==> config.mk <==
export PLATFORM = sky130hd
export DESIGN_NAME = wpc_top
export DESIGN_NICKNAME = d
export VERILOG_FILES = /design/src/rtl/wpc_pkg.sv /design/src/rtl/wpc_guard.sv /design/src/rtl/wpc_timer.sv /design/src/rtl/wpc_top.sv
export SDC_FILE = /design/constraint.sdc
export NUM_CORES = 1
export LEC_CHECK = 0
export BUFFER_PORTS_ARGS = -buffer_cell sky130_fd_sc_hd__buf_4
export CORE_MARGIN = 3
export CORE_UTILIZATION = 35
export DETAILED_ROUTE_END_ITERATION = 6
export PLACE_DENSITY = 0.59
export RECOVER_POWER = 100
export SLEW_MARGIN = 25
export SYNTH_ARGS = -nofsm -noshare
export SYNTH_HDL_FRONTEND = slang
export SYNTH_SLANG_ARGS = --single-unit
==> constraint.sdc <==
create_clock -name clk -period 2.25 [get_ports clk]
set_input_delay 0.45 -clock clk [delete_from_list [all_inputs] [get_ports clk]]
set_output_delay 0.45 -clock clk [all_outputs]
set_load 0.02 [all_outputs]
==> src/rtl/wpc_pkg.sv <==
package wpc_pkg;

    typedef enum logic [1:0] {
        OP_READ   = 2'b00,
        OP_WRITE  = 2'b01,
        OP_ARM    = 2'b10,
        OP_DISARM = 2'b11
    } wpc_op_e;

    typedef struct packed {
        logic armed;
        logic hold_seen;
    } guard_st_t;

endpackage

==> src/rtl/wpc_guard.sv <==
module wpc_guard
    import wpc_pkg::*;
(
    input  logic clk,
    input  logic rst_n,
    input  logic frame_open,
    input  logic cmd_valid,
    input  logic [1:0] cmd_op,
    input  logic wr_hold,
    input  logic busy,
    output logic armed,
    output logic write_ok
);

    guard_st_t st_d, st_q;
    wpc_op_e   op;

    always_comb begin
        op   = wpc_op_e'(cmd_op);
        st_d = st_q;
        // hardware hold is remembered for the whole open frame
        if (!frame_open) begin
            st_d.hold_seen = 1'b0;
        end else if (wr_hold) begin
            st_d.hold_seen = 1'b1;
        end
        if (cmd_valid && !busy) begin
            case (op)
                OP_ARM:    st_d.armed = 1'b1;
                OP_DISARM: st_d.armed = 1'b0;
                default:   st_d.armed = st_q.armed;
            endcase
        end
        write_ok = cmd_valid && !busy && (op == OP_WRITE) && st_q.armed
                   && !wr_hold && !st_q.hold_seen;
    end

    always_ff @(posedge clk or negedge rst_n) begin
        if (!rst_n) begin
            st_q <= '0;
        end else begin
            st_q <= st_d;
        end
    end

    assign armed = st_q.armed;

    assert_arm_sets_R2: assert property (@(posedge clk) disable iff (!rst_n)
        (cmd_valid && !busy && cmd_op == 2'b10) |=> armed);

    assert_disarm_clears_R3: assert property (@(posedge clk) disable iff (!rst_n)
        (cmd_valid && !busy && cmd_op == 2'b11) |=> !armed);

    assert_read_keeps_latch_R4: assert property (@(posedge clk) disable iff (!rst_n)
        (cmd_valid && cmd_op == 2'b00) |=> $stable(armed));

    assert_busy_freezes_latch_R10: assert property (@(posedge clk) disable iff (!rst_n)
        busy |=> $stable(armed));

endmodule

==> src/rtl/wpc_timer.sv <==
module wpc_timer #(
    parameter int ADDR_W      = 9,
    parameter int DATA_W      = 16,
    parameter int PROG_CYCLES = 100000
) (
    input  logic              clk,
    input  logic              rst_n,
    input  logic              start,
    input  logic              wr_hold,
    input  logic [ADDR_W-1:0] start_addr,
    input  logic [DATA_W-1:0] start_data,
    output logic              busy,
    output logic              strobe,
    output logic [ADDR_W-1:0] out_addr,
    output logic [DATA_W-1:0] out_data
);

    localparam int CNT_W = (PROG_CYCLES > 2) ? $clog2(PROG_CYCLES) : 1;
    localparam logic [CNT_W-1:0] CNT_LOAD = CNT_W'(PROG_CYCLES - 1);

    typedef struct packed {
        logic              busy;
        logic              strobe;
        logic [CNT_W-1:0]  cnt;
        logic [ADDR_W-1:0] addr;
        logic [DATA_W-1:0] data;
        logic [DATA_W-1:0] wdata;
    } timer_st_t;

    timer_st_t st_d, st_q;

    always_comb begin
        st_d        = st_q;
        st_d.strobe = 1'b0;
        if (st_q.busy) begin
            if (wr_hold) begin
                // abort: cell left erased, never programmed
                st_d.busy   = 1'b0;
                st_d.strobe = 1'b1;
                st_d.wdata  = '1;
            end else if (st_q.cnt == '0) begin
                st_d.busy   = 1'b0;
                st_d.strobe = 1'b1;
                st_d.wdata  = st_q.data;
            end else begin
                st_d.cnt = st_q.cnt - 1'b1;
            end
        end else if (start) begin
            st_d.busy = 1'b1;
            st_d.cnt  = CNT_LOAD;
            st_d.addr = start_addr;
            st_d.data = start_data;
        end
    end

    always_ff @(posedge clk or negedge rst_n) begin
        if (!rst_n) begin
            st_q <= '0;
        end else begin
            st_q <= st_d;
        end
    end

    assign busy     = st_q.busy;
    assign strobe   = st_q.strobe;
    assign out_addr = st_q.addr;
    assign out_data = st_q.wdata;

    assert_abort_ends_R8: assert property (@(posedge clk) disable iff (!rst_n)
        (busy && wr_hold) |=> (!busy && strobe && out_data == '1));

    assert_strobe_single_R7: assert property (@(posedge clk) disable iff (!rst_n)
        strobe |=> !strobe);

    assert_strobe_after_busy_R7: assert property (@(posedge clk) disable iff (!rst_n)
        strobe |-> ($past(busy) && !busy));

    assert_count_range_R6: assert property (@(posedge clk) disable iff (!rst_n)
        busy |-> (st_q.cnt <= CNT_LOAD));

endmodule

==> src/rtl/wpc_top.sv <==
module wpc_top #(
    parameter int ADDR_W      = 9,
    parameter int DATA_W      = 16,
    parameter int PROG_CYCLES = 100000
) (
    input  logic              clk,
    input  logic              rst_n,
    input  logic              frame_open,
    input  logic              cmd_valid,
    input  logic [1:0]        cmd_op,
    input  logic [ADDR_W-1:0] cmd_addr,
    input  logic [DATA_W-1:0] cmd_data,
    input  logic              wr_hold,
    output logic              busy_o,
    output logic              ready_o,
    output logic              arr_we,
    output logic [ADDR_W-1:0] arr_addr,
    output logic [DATA_W-1:0] arr_wdata
);

    logic busy;
    logic armed;
    logic write_ok;

    wpc_guard u_guard (
        .clk        (clk),
        .rst_n      (rst_n),
        .frame_open (frame_open),
        .cmd_valid  (cmd_valid),
        .cmd_op     (cmd_op),
        .wr_hold    (wr_hold),
        .busy       (busy),
        .armed      (armed),
        .write_ok   (write_ok)
    );

    wpc_timer #(
        .ADDR_W      (ADDR_W),
        .DATA_W      (DATA_W),
        .PROG_CYCLES (PROG_CYCLES)
    ) u_timer (
        .clk        (clk),
        .rst_n      (rst_n),
        .start      (write_ok),
        .wr_hold    (wr_hold),
        .start_addr (cmd_addr),
        .start_data (cmd_data),
        .busy       (busy),
        .strobe     (arr_we),
        .out_addr   (arr_addr),
        .out_data   (arr_wdata)
    );

    assign busy_o  = busy;
    assign ready_o = ~busy;

    assert_no_start_unarmed_R1: assert property (@(posedge clk) disable iff (!rst_n)
        (!busy && !armed) |=> !busy);

    assert_no_start_on_hold_R5: assert property (@(posedge clk) disable iff (!rst_n)
        wr_hold |=> !$rose(busy));

    assert_start_needs_write_R6: assert property (@(posedge clk) disable iff (!rst_n)
        $rose(busy) |-> ($past(cmd_valid) && $past(cmd_op) == 2'b01));

endmodule

**After elaboration in Yosys (flattened, before gate mapping)**

Cells that the tools add are included.

- Bits in registers: 62
- Output and inout bits: 28
- Word-level logic and storage cells: 46

- $add $sub $neg: 1
- Equality and inequality tests: 6
- Muxes and demuxes: 14
- Bitwise operators: 1
- Reductions and logical operators: 16

Operators by type and width:

| cell | number |
|---|---|
| 2-to-1 mux 17 bit | 3 |
| 2-to-1 mux 42 bit | 1 |
| 2-to-1 mux 16 bit | 2 |
| zero test 17 bit | 1 |
| subtractor 17 x 1 -> 17 bit (second input constant) | 1 |
| AND reduction 2 bit | 3 |
| nonzero test 2 bit | 3 |
| logical AND 1 bit | 5 |
| 2-to-1 mux 1 bit | 5 |
| == test 2 bit (second input constant) | 2 |
| 2-to-1 mux 2 bit | 2 |
| inequality test 2 bit (second input constant) | 2 |
| zero test 1 bit | 3 |
| AND reduction 3 bit | 1 |
| == test 2 x 1 -> 1 bit (second input constant) | 1 |
| inequality test 2 x 1 -> 1 bit (second input constant) | 1 |
| case mux 1 bit (2 select lines) | 1 |
| NOT 1 bit | 1 |

**Longest topological paths before layout**

Gate-level depths: netlist (run 1).

- Word-level depth: 8
- Gate-level depth with buffers: 9
- Gate-level depth less buffers: 7

**By module**

Synthesis (run 1) repeated with hierarchy kept, for this count alone.

- Cells, all modules: 333
- Area, all modules: 3,090.5 um2

By module, submodules not included:

| module | instances | cells each | area an instance (um2) | sequential area each (um2) |
|---|---|---|---|---|
| wpc_timer | 1 | 324 | 2,982.9 | 1,501.4 |
| wpc_guard | 1 | 8 | 103.8 | 50.0 |
| wpc_top | 1 | 1 | 3.8 | 0.0 |

**Worst setup path after synthesis (run 1)**

No wires, ideal clock.

- Path kind: register -> register
- Start point: register u_timer.st_q[41] (netlist bit)
- End point: register u_timer.st_q (netlist bit u_timer.out_data[10])
- Library setup time: 0.141 ns
- Arrival: 1.616 ns
- Slack: 0.493 ns
- Cell stages (with the launch flop): 10
- Cell sequence: dfrtp_1 -> inv_1 -> ha_1 -> nor4b_4 -> and4_1 -> buf_2 -> nand2_2 -> buf_2 -> nand2_1 -> nand3_1

- Word-level cells in the longest chain between the ends: 3

Ends and longest elaborated chain:

| what | line | RTL |
|---|---|---|
| from (decl) | wpc_timer.sv:30 | `timer_st_t st_d, st_q;` |
| from (signal assigned) | wpc_timer.sv:60 | `st_q <= st_d;` |
| zero test 17 bit | wpc_timer.sv:41 | `end else if (st_q.cnt == '0) begin` |
| nonzero test 2 bit (no source line) | - |  |
| AND reduction 2 bit (no source line) | - |  |

Every way passes these cells.
A chain may end at the register's enable or synchronous reset.

**Final worst setup path (run 1)**

- Start point: register u_timer.st_q[41] (netlist bit)
- End point: register u_timer.st_q[44] (netlist bit)

- Word-level cells in the longest chain between the ends: 4
- Elaborated cells between the ends (all ways): 7
- Classes of those cells: add/sub (1); eq/ne (1); mux (3); reduce/logical (2)

Ends and longest elaborated chain:

| what | line | RTL |
|---|---|---|
| subtractor 17 x 1 -> 17 bit | wpc_timer.sv:46 | `st_d.cnt = st_q.cnt - 1'b1;` |
| 2-to-1 mux 17 bit | wpc_timer.sv:41 |  |
| 2-to-1 mux 17 bit | wpc_timer.sv:36 | `if (wr_hold) begin` |
| 2-to-1 mux 17 bit | wpc_timer.sv:35 | `if (st_q.busy) begin` |

Parallel ways exist; a longest one is shown, timed or not. The select of a mux whose other input is x is not followed.

==> results of run 1 <==
## area by class of cell
type | instances | area, um2 | area share (%)
Clock buffer | 9 | 123.9 | 3.571
Clock inverter | 7 | 125.1 | 3.607
Inverter | 7 | 26.28 | 0.7576
Multi-Input combinational cell | 225 | 1144 | 32.97
Sequential cell | 62 | 1551 | 44.73
Tap cell | 102 | 127.6 | 3.680
Timing Repair Buffer | 65 | 370.4 | 10.68
## cells in the mapped netlist, types with 2 or more instances
cell type  count
mux2i_1        3
clkbuf_1       6
and4_1         2
and3_1         2
nor2b_1        4
nor4_1         3
nand2_1      117
buf_2          5
nand3_1       22
dfrtp_1       62
nor2_1        14
a21oi_1        8
a31oi_1        3
nor3_1         6
o21ai_0        7
xnor2_1        7
nand3b_1       2
nor4_4         2
nand4_1        2
o22ai_1        2
inv_1          7
buf_4         26
or3_1          2
## cells in the final DEF (no fill, tap or decap), types with 2 or more instances in the layout
cell / Yosys / layout
dfrtp_1: 62 / 62
or3_1: 2 / 2
nand3b_1: 2 / 2
clkbuf_8: 0 / 9
nor4_4: 2 / 2
clkbuf_1: 6 / 30
inv_1: 7 / 7
inv_6: 0 / 4
and3_1: 2 / 2
nor2_1: 14 / 14
xnor2_1: 7 / 7
bufinv_16: 0 / 3
buf_4: 26 / 33
nor3_1: 6 / 6
nand2_1: 117 / 117
a21oi_1: 8 / 8
nor2b_1: 4 / 4
nor4_1: 3 / 3
o21ai_0: 7 / 7
o22ai_1: 2 / 2
mux2i_1: 3 / 3
nand3_1: 22 / 22
a31oi_1: 3 / 3
nand4_1: 2 / 3
clkbuf_2: 0 / 2
## worst paths after layout
| check | cells after the start | slack (ns) | endpoint | start |
|---|---|---|---|---|
| setup / recovery | 7 | 0.21 | u_timer.st_q[44] | u_timer.st_q[41] |
| hold / removal | 3 | 0.29 | u_timer.st_q[22] | cmd_data[6] |
| setup reg to reg | 7 | 0.21 | u_timer.st_q[44] | u_timer.st_q[41] |
| hold reg to reg | 2 | 0.48 | u_timer.out_addr[2] | u_timer.out_addr[2] |
| max in group asynchronous | 1 | 0.87 | u_timer.st_q[55] | rst_n |
| min in group asynchronous | 1 | 0.47 | u_timer.out_data[11] | rst_n |
## power by group through the flow
stage / registers [mW] / clock network (mW) / logic (mW)
2_1_floorplan: 1.51 / 0 / 0.496
3_3_place_gp: 1.55 / 0 / 0.649
3_5_place_dp: 1.56 / 0 / 0.665
4_1_cts: 1.54 / 1.26 / 0.669
5_1_grt: 1.58 / 1.31 / 0.690
6_report: 1.53 / 1.23 / 0.590
## tightest hold or removal path: stages
cell     delay [ns]
buf_4          0.07
nand2_1        0.03
nand2_1        0.04
## flip-flops by register name, indices dropped and copies added, names as in the netlist
| register | count |
|---|---|
| u_guard.armed | 1 |
| u_timer.strobe | 1 |
| u_timer.out_addr | 9 |
| u_timer.st_q | 33 |
| u_timer.out_data | 16 |
| u_timer.busy | 1 |
| u_guard.st_q | 1 |
## logic make-up after synthesis
family | share of synthesized area, %
fa+ha+maj | 0.4208
mux | 1.010
simple gates | 29.50
xor+xnor | 2.357
buf+inv | 9.175
flops | 52.19
compound gates | 5.345
## metal layers
| layer | track usage, % | share of wire (%) |
|---|---|---|
| met2 | 24.08 | 48 |
| met5 | 0 | 0 |
| met1 | 17.81 | 43 |
| met4 | 4.517 | 1.1 |
| met3 | 4.643 | 7.7 |
==> flow_metrics.tcl, run 1 <==
set metrics [dict create \
    drt_pre_antenna_iters 4 \
    die-height_um 98.16 \
    dp_cells 461 \
    drt_iter0_drc 123 \
    p_per_area_nw_per_um2 967.1 \
    path_cells "inv_1, ha_1, nor4b_4, and4_2, o21ai_1, o21ai_0, a31oi_1" \
    netlist_instances 332 \
    fill_cells 816 \
    rows 32 \
    synth_area_um2 2973 \
    clock_power_share_pct 36.7 \
    tns_ns 0 \
    min_period_ns 2.042 \
    instances_no_fill 477 \
    finalNetCount 403 \
    avgSynthCellArea_um2 8.954 \
    routed_wl_um 6529 \
    fin_util_pct 43.53 \
    antennaDiodeCount 0 \
    hp-class "in2reg" \
    irDropWorstVdd_mv 0.4401 \
    cpPeakStageDelay_ns 0.50 \
    cp-end-kind "flip-flop" \
    async_flop_share_pct 100.0 \
    overflow 0 \
    cts_tree "yes" \
    relSlewSlack_pct -0.7961 \
    design_area_um2 3468 \
    status "complete, but fails checks" \
    drive_gt1_share_pct 15.47 \
    core_area_um2 7968 \
    track_usage_pct 14.43 \
    synth_edf_count 0 \
    post-cts-setup-buffer-count 0 \
    area_delta_synth_final_pct 16.67 \
    cts_root_buf "clkbuf_8" \
    power_mw 3.354 \
    path_buf_inv 1 \
    htreeDepth 3 \
    syn_nets 365 \
    p_leak_nw 1.655 \
    pin_count 60 \
    period_share_pct 90.76 \
    cts-resized-gates 0 \
    gp_congestion 0.8953 \
    hold_slack_ns 0.2895 \
    yosysTopAreaCell "dfrtp_1" \
    clock-sinks 62 \
    synth.distinct_cells 41 \
    cts_hold_buf 0 \
    crit_path_start_kind "flip-flop" \
    place_hpwl_um 4513 \
    drtAntennaViolNets 0 \
    tightest_slew_ns 1.512 \
    netlist_top_cells_area "dfrtp_1, nand2_1, buf_4, nand3_1, xnor2_1" \
    start_util_pct 37.31 \
    rsz0062_at_grt "no" \
    path_max_fanout 8 \
    violations "capacitance limit, slew limit" \
    setup_viol 0 \
    routed_via_density 4.836 \
    die_area_um2 9635 \
    clkTransAtPathRegs_ns 0.08 \
    sw_frac_of_total_pct 30.93 \
    synth.top_cell.area_share_pct 52.19 \
    grt_first_pass_wirelength_um 11270 \
    fmax_mhz 489.7 \
    crit_type "reg2reg" \
    dpl_cell_area_um2 3342 \
    switchingPower_mw 1.038 \
    pwr-share-seq_pct 45.7 \
    worstPathRequired_ns 2.52 \
    synth_flop_cell "dfrtp_1" \
    vias 2307 \
    setup_ws_ns 0.2079 \
    fp.dieW_um 98.16 \
    wire_per_inst_um 13.69 \
    p_int_mw 2.317 \
    io_buffers 59 \
    dp_slack_ns 0.2237 \
    cpMaxStageDelayCell "o21ai_1" \
    drc 0 \
    synth_warnings 0 \
    crit_family "compound AO/OA/AOI/OAI gates" \
    insertion_delay_ns 0.34 \
    grt_max_degree 63 \
    clockBufferDepth 2 \
    fin_skew_ns 0.01169 \
    hold_viol 0 \
    drv_cap 1 \
    ys_seq_area_share_pct 52.19 \
    grt_pass1_vias 2410 \
    cts_buffers 9 \
    combPwrFrac_pct 17.6 \
    finalMaxSlewViolations 63 \
    yosys_register_bits 62 \
    worstPathArrival_ns 2.31 \
    antenna_found_initial 0 \
]
Note: power is estimated with default switching activity, not from simulation.
==> run 2, diff against run 1 <==
CORE_MARGIN = 2   (was 3)
==> run 2 against run 1 <==
Compared with the run above: the flow still finishes with violations (capacitance limit, slew limit); count of clock-buffer cells in the layout is 1 higher; global-route usage is 1.3 points higher; sequential power hardly changed; via count is 1.2% higher; largest power group unchanged; final cell count is 0.63% higher; clock power is 22% lower; highest routed layer unchanged.
==> flow_metrics.tcl, run 2 (synthesis gave the netlist of run 1 again) <==
set metrics [dict create \
    status "complete, but fails checks" \
    violations "capacitance limit, slew limit" \
    track_usage_pct 15.69 \
    hold_viol 0 \
    min_period_ns 2.005 \
    grt_max_degree 63 \
    path_cells "inv_1, ha_1, nor4b_4, and4_1, o21ai_1, o22ai_1, a31oi_1" \
    tightest_slew_ns 1.508 \
    dpl_cell_area_um2 3346 \
    clockBufferDepth 2 \
    drc 0 \
    fp.dieW_um 96.16 \
    gp_congestion 0.9141 \
    clkTransAtPathRegs_ns 0.07 \
    worstPathRequired_ns 2.45 \
    fill_cells 842 \
    drt_pre_antenna_iters 4 \
    routed_via_density 4.865 \
    fin_skew_ns 0.006722 \
    drv_cap 1 \
    die_area_um2 9247 \
    relSlewSlack_pct -0.5278 \
    cp-end-kind "flip-flop" \
    crit_type "reg2reg" \
    antenna_found_initial 0 \
    vias 2335 \
    regMostFlops "u_timer.st_q" \
    instances_no_fill 480 \
    post-cts-setup-buffer-count 0 \
    layout_common_cells "nand2_1, dfrtp_1, buf_4" \
    die-height_um 96.16 \
    antennaDiodeCount 0 \
    cts_buffers 9 \
    period_share_pct 89.13 \
    cpPeakStageDelay_ns 0.44 \
    cpMaxStageDelayCell "dfrtp_1" \
    crit_family "simple AND/OR/NAND/NOR gates" \
    design_area_um2 3426 \
    finalMaxSlewViolations 63 \
    pin_count 60 \
    crit_path_start_kind "flip-flop" \
    cts-resized-gates 0 \
    grt_first_pass_wirelength_um 11020 \
    rsz0062_at_grt "no" \
    layout_commonest_cell "nand2_1" \
    core_area_um2 8217 \
    finalNetCount 403 \
    area_delta_synth_final_pct 15.24 \
    grt_pass1_vias 2291 \
    cts_tree "yes" \
    tns_ns 0 \
    irDropWorstVdd_mv 0.4445 \
    cts_hold_buf 0 \
    drtAntennaViolNets 0 \
    dp_cells 464 \
    worstPathArrival_ns 2.21 \
    fmax_mhz 498.7 \
    routed_wl_um 6510 \
    r2r_start "u_timer.st_q[41]" \
    path_buf_inv 1 \
    htreeDepth 3 \
    wire_per_inst_um 13.56 \
    p_per_area_nw_per_um2 902.0 \
    place_hpwl_um 4377 \
    insertion_delay_ns 0.34 \
    setup_viol 0 \
    cts_root_buf "clkbuf_8" \
    drive_gt1_share_pct 16.00 \
    setup_ws_ns 0.2446 \
    rows 33 \
    min_from "cmd_data[3]" \
    path_max_fanout 8 \
    clock-sinks 62 \
    overflow 0 \
    io_buffers 59 \
    dp_slack_ns 0.2187 \
    p_leak_nw 1.657 \
    power_mw 3.090 \
    drt_iter0_drc 180 \
    hp-class "in2reg" \
    crit_start "u_timer.st_q[41]" \
    start_util_pct 36.18 \
    largest_reg_flops 33 \
]
-- run 2: report_power, final --
group | total [mW] | internal, mW | switching [mW]
Sequential | 1.52 | 1.35 | 0.178
Clock | 0.960 | 0.510 | 0.450
Combinational | 0.605 | 0.222 | 0.383
Total | 3.09 | 2.08 | 1.01
-- run 2: worst paths after layout --
path,endpoint,slack (ns),cells past startpoint
setup / recovery,u_timer.st_q[56],0.24,7
hold / removal,u_timer.st_q[19],0.30,3
setup reg to reg,u_timer.st_q[56],0.24,7
hold reg to reg,u_timer.st_q[17],0.47,2
max in group asynchronous,u_timer.st_q[49],0.87,1
min in group asynchronous,u_timer.out_data[9],0.47,1
-- run 2: per-layer routing --
| metal | up-vias | global-route usage (%) | share of wire (%) |
|---|---|---|---|
| met5 | - | 0 | 0 |
| met4 | 0 | 5.952 | 1.2 |
| met3 | 10 | 5.168 | 7.6 |
| met2 | 94 | 23.38 | 45 |
| met1 | 1088 | 21.14 | 46 |
| li1 | 1143 | - | - |
-- run 2: area by class of cell --
type                    instances  area, um2  area share, %
flip-flops and latches         62       1551          45.29
clock buffers                  10      127.6          3.725
multi-input cells             225       1149          33.53
repair buffers                 65      379.1          11.07
well taps                     105      131.4          3.835
inverters                       7      26.28         0.7670
clock inverters                 6      61.31          1.790
-- run 2: tightest hold or removal path: stages --
cell	delay, ns
buf_4	0.07
nand2_1	0.04
nand2_1	0.04
-- run 2: per-stage QoR --
step | hold WS (ns) | util (%)
finish | 0.2970 | 41.69
global route | 0.2743 | 41.69
CTS | 0.2140 | 43.02
detailed placement | 0.4617 | 40.72
global placement | 0.4574 | 40.72
floorplan | 0.1544 | -
==> run 3, diff against run 2 <==
SYNTH_HIERARCHICAL = 1   (was unset)
==> run 3 against run 2 <==
Compared with the run above: the run still ends with capacitance limit, slew limit left; register-to-register slack lost 0.21 ns; utilization grew 1.5 points; first-iteration DRC count shrank 61%; global-route usage shrank 0.43 points; sequential power is essentially flat; synthesized area grew 4.0%; clock skew grew 0.00069 ns; via count grew 5.9%; non-clock buffer count grew 23; flip-flop and latch count is the same; total power shrank 2.8%; combinational power grew 6.9%; critical endpoint is now u_timer/st_q[46].
==> flow_metrics.tcl, run 3 <==
set metrics [dict create \
    synth_simple_gate_area_share_pct 24.49 \
    start_util_pct 35.79 \
    design_area_um2 3726 \
    min_period_ns 2.214 \
    overflow 0 \
    drt_iter0_drc 71 \
    synth.top_cells.by_count "nand2_1, dfrtp_1, nor2_1" \
    wire_per_inst_um 13.97 \
    synth_flop_cell "dfrtp_1" \
    synth_mux_area_share_pct 2.915 \
    cts_root_buf "clkbuf_8" \
    netlist_instances 333 \
    p_per_area_nw_per_um2 806.0 \
    p_leak_nw 1.717 \
    cp-end-kind "flip-flop" \
    vias 2472 \
    synthAdderAreaFrac_pct 0.4049 \
    finalNetCount 420 \
    hold_end "u_timer/st_q[31]" \
    setup_ws_ns 0.03563 \
    clock-sinks 62 \
    routed_via_density 4.954 \
    violations "capacitance limit, slew limit" \
    cts_buffers 9 \
    dp_slack_ns -0.07371 \
    worstPathRequired_ns 2.49 \
    grt_max_degree 63 \
    min_from "cmd_data[15]" \
    fp.dieW_um 97.97 \
    tightest_slew_ns 1.552 \
    die-height_um 97.97 \
    synthXorXnorAreaFrac_pct 0 \
    avgSynthCellArea_um2 9.281 \
    core_area_um2 8636 \
    async_flop_share_pct 100.0 \
    track_usage_pct 15.27 \
    yosysTopAreaCell "dfrtp_1" \
    clkTransAtPathRegs_ns 0.07 \
    status "complete, but fails checks" \
    period_share_pct 98.42 \
    synth_compound_gate_area_share_pct 12.47 \
    pin_count 60 \
    drive_gt1_share_pct 25.58 \
    power_mw 3.003 \
    rr_worst_depth 7 \
    rows 34 \
    hold_slack_ns 0.2966 \
    synth_area_um2 3090 \
    grt_first_pass_wirelength_um 11770 \
    path_max_fanout 7 \
    synth_top_family_by_area "simple AND/OR/NAND/NOR gates" \
    irDropWorstVdd_mv 0.4068 \
    layout_common_cells "nand2_1, dfrtp_1, buf_4" \
    synth.distinct_cells 37 \
    crit_path_start_kind "flip-flop" \
    ys_seq_area_share_pct 50.20 \
    die_area_um2 9597 \
    largest_reg_flops 33 \
    worstPathArrival_ns 2.46 \
    grt_pass1_vias 2468 \
    r2r_start "u_timer/st_q[42]" \
    drt_pre_antenna_iters 4 \
    crit_type "reg2reg" \
    setup_viol 0 \
    drv_cap 1 \
    regMostFlops "u_timer/st_q" \
    dpl_cell_area_um2 3622 \
    drtAntennaViolNets 0 \
    rr_endpoint "u_timer/st_q[46]" \
    whs_path_depth 3 \
    relSlewSlack_pct -3.469 \
    antennaDiodeCount 0 \
    hp-class "in2reg" \
    clockBufferDepth 2 \
    antenna_found_initial 0 \
    drc 0 \
    fmax_mhz 451.6 \
    layout_commonest_cell "nand2_1" \
    fin_skew_ns 0.007413 \
    area_delta_synth_final_pct 20.57 \
    routed_wl_um 6969 \
    syn_nets 366 \
    hold_viol 0 \
    place_hpwl_um 4647 \
    yosys_register_bits 62 \
    io_buffers 59 \
    gp_congestion 0.8454 \
    synth_most_common_cell "nand2_1" \
    synth.top_cell.area_share_pct 50.20 \
    rrSetupSlack_ns 0.04 \
    synth_edf_count 0 \
    insertion_delay_ns 0.34 \
    htreeDepth 3 \
    synth_warnings 6 \
    netlist_top_cells_area "dfrtp_1, nand2_1, buf_4, nor2_1, a21oi_2" \
    rsz0062_at_grt "yes" \
    finalMaxSlewViolations 63 \
    cts_tree "yes" \
]
==> run 3: cell count changes after synthesis, sizes merged, moves of 4 or more <==
cell,before,now
a21oi,8,19
buf,32,28
clkbuf,6,17
mux2i,3,9
nand2,118,83
nand3,22,4
nor2,15,39
o31a,0,16
or3,2,6
or4,0,5
xnor2,7,0
==> run 3: kinds of logic after synthesis <==
group,count (synthesis)
AND/OR/NAND/NOR,164
flip-flops,62
buffers and inverters,49
AO/OA/AOI/OAI,48
multiplexers,9
adder cells (fa/ha/maj),1
==> run 3: per-layer routing <==
layer | vias up | global-route usage (%) | wire (um)
met5 | - | 0 | 0
met4 | 0 | 5.769 | 127
met3 | 17 | 4.868 | 427
met2 | 77 | 23.81 | 3230
met1 | 1169 | 19.92 | 3184
li1 | 1209 | - | -
==> run 3: worst max-delay path by stage <==
stage	slack (ns)	end	startpoint	depth (start not counted)
floorplan	0.006	u_timer/st_q[41]	u_timer/st_q[41]	8
global placement	-0.02	u_timer/out_data[5]	u_timer/st_q[42]	7
detailed placement	-0.07	u_timer/out_data[8]	u_timer/st_q[42]	7
CTS	0.03	u_timer/out_data[8]	u_timer/st_q[42]	7
global route	-0.04	u_timer/st_q[41]	u_timer/st_q[41]	7
finish	0.04	u_timer/st_q[46]	u_timer/st_q[42]	7
==> run 3: metrics by stage <==
stage | setup TNS [ns] | cells | utilization [%]
final | 0 | 499 | 43.15
after global routing | -0.3088 | 499 | 43.15
after CTS | 0 | 497 | 44.00
after detailed placement | -0.7736 | 482 | 41.94
after global placement | -0.1812 | 482 | 41.94
after floorplan | 0 | 333 | -
==> run 3: where the power goes <==
| part | leakage, nW | switching, mW | internal, mW | total (mW) |
|---|---|---|---|---|
| Sequential | 0.797 | 0.151 | 1.34 | 1.49 |
| Clock | 0.0910 | 0.420 | 0.447 | 0.867 |
| Combinational | 0.830 | 0.367 | 0.280 | 0.647 |
| Total | 1.72 | 0.938 | 2.06 | 3.00 |
==> run 3: cell type report <==
class / instances / area (um2)
repair buffers: 88 / 586.8
inverters: 4 / 15.01
well taps: 108 / 135.1
clock inverters: 4 / 22.52
multi-input cells: 222 / 1264
flip-flops and latches: 62 / 1551
fillers: 872 / 4910
clock buffers: 11 / 151.4
==> run 3: critical path, cell delays in order (launching register included) <==
cell	delay (ns)
dfrtp_1	0.39
inv_2	0.07
ha_2	0.17
or4b_4	0.46
or4_4	0.59
buf_6	0.15
nand3_1	0.07
mux2i_1	0.23
==> run 3: what timing repair did <==
action | in CTS | in global routing
setup endpoints to repair | 17 | 18
hold buffers | 0 | 0
pin swaps | 0 | 1
buffers inserted | 0 | 2
resized for setup | 1 | 6
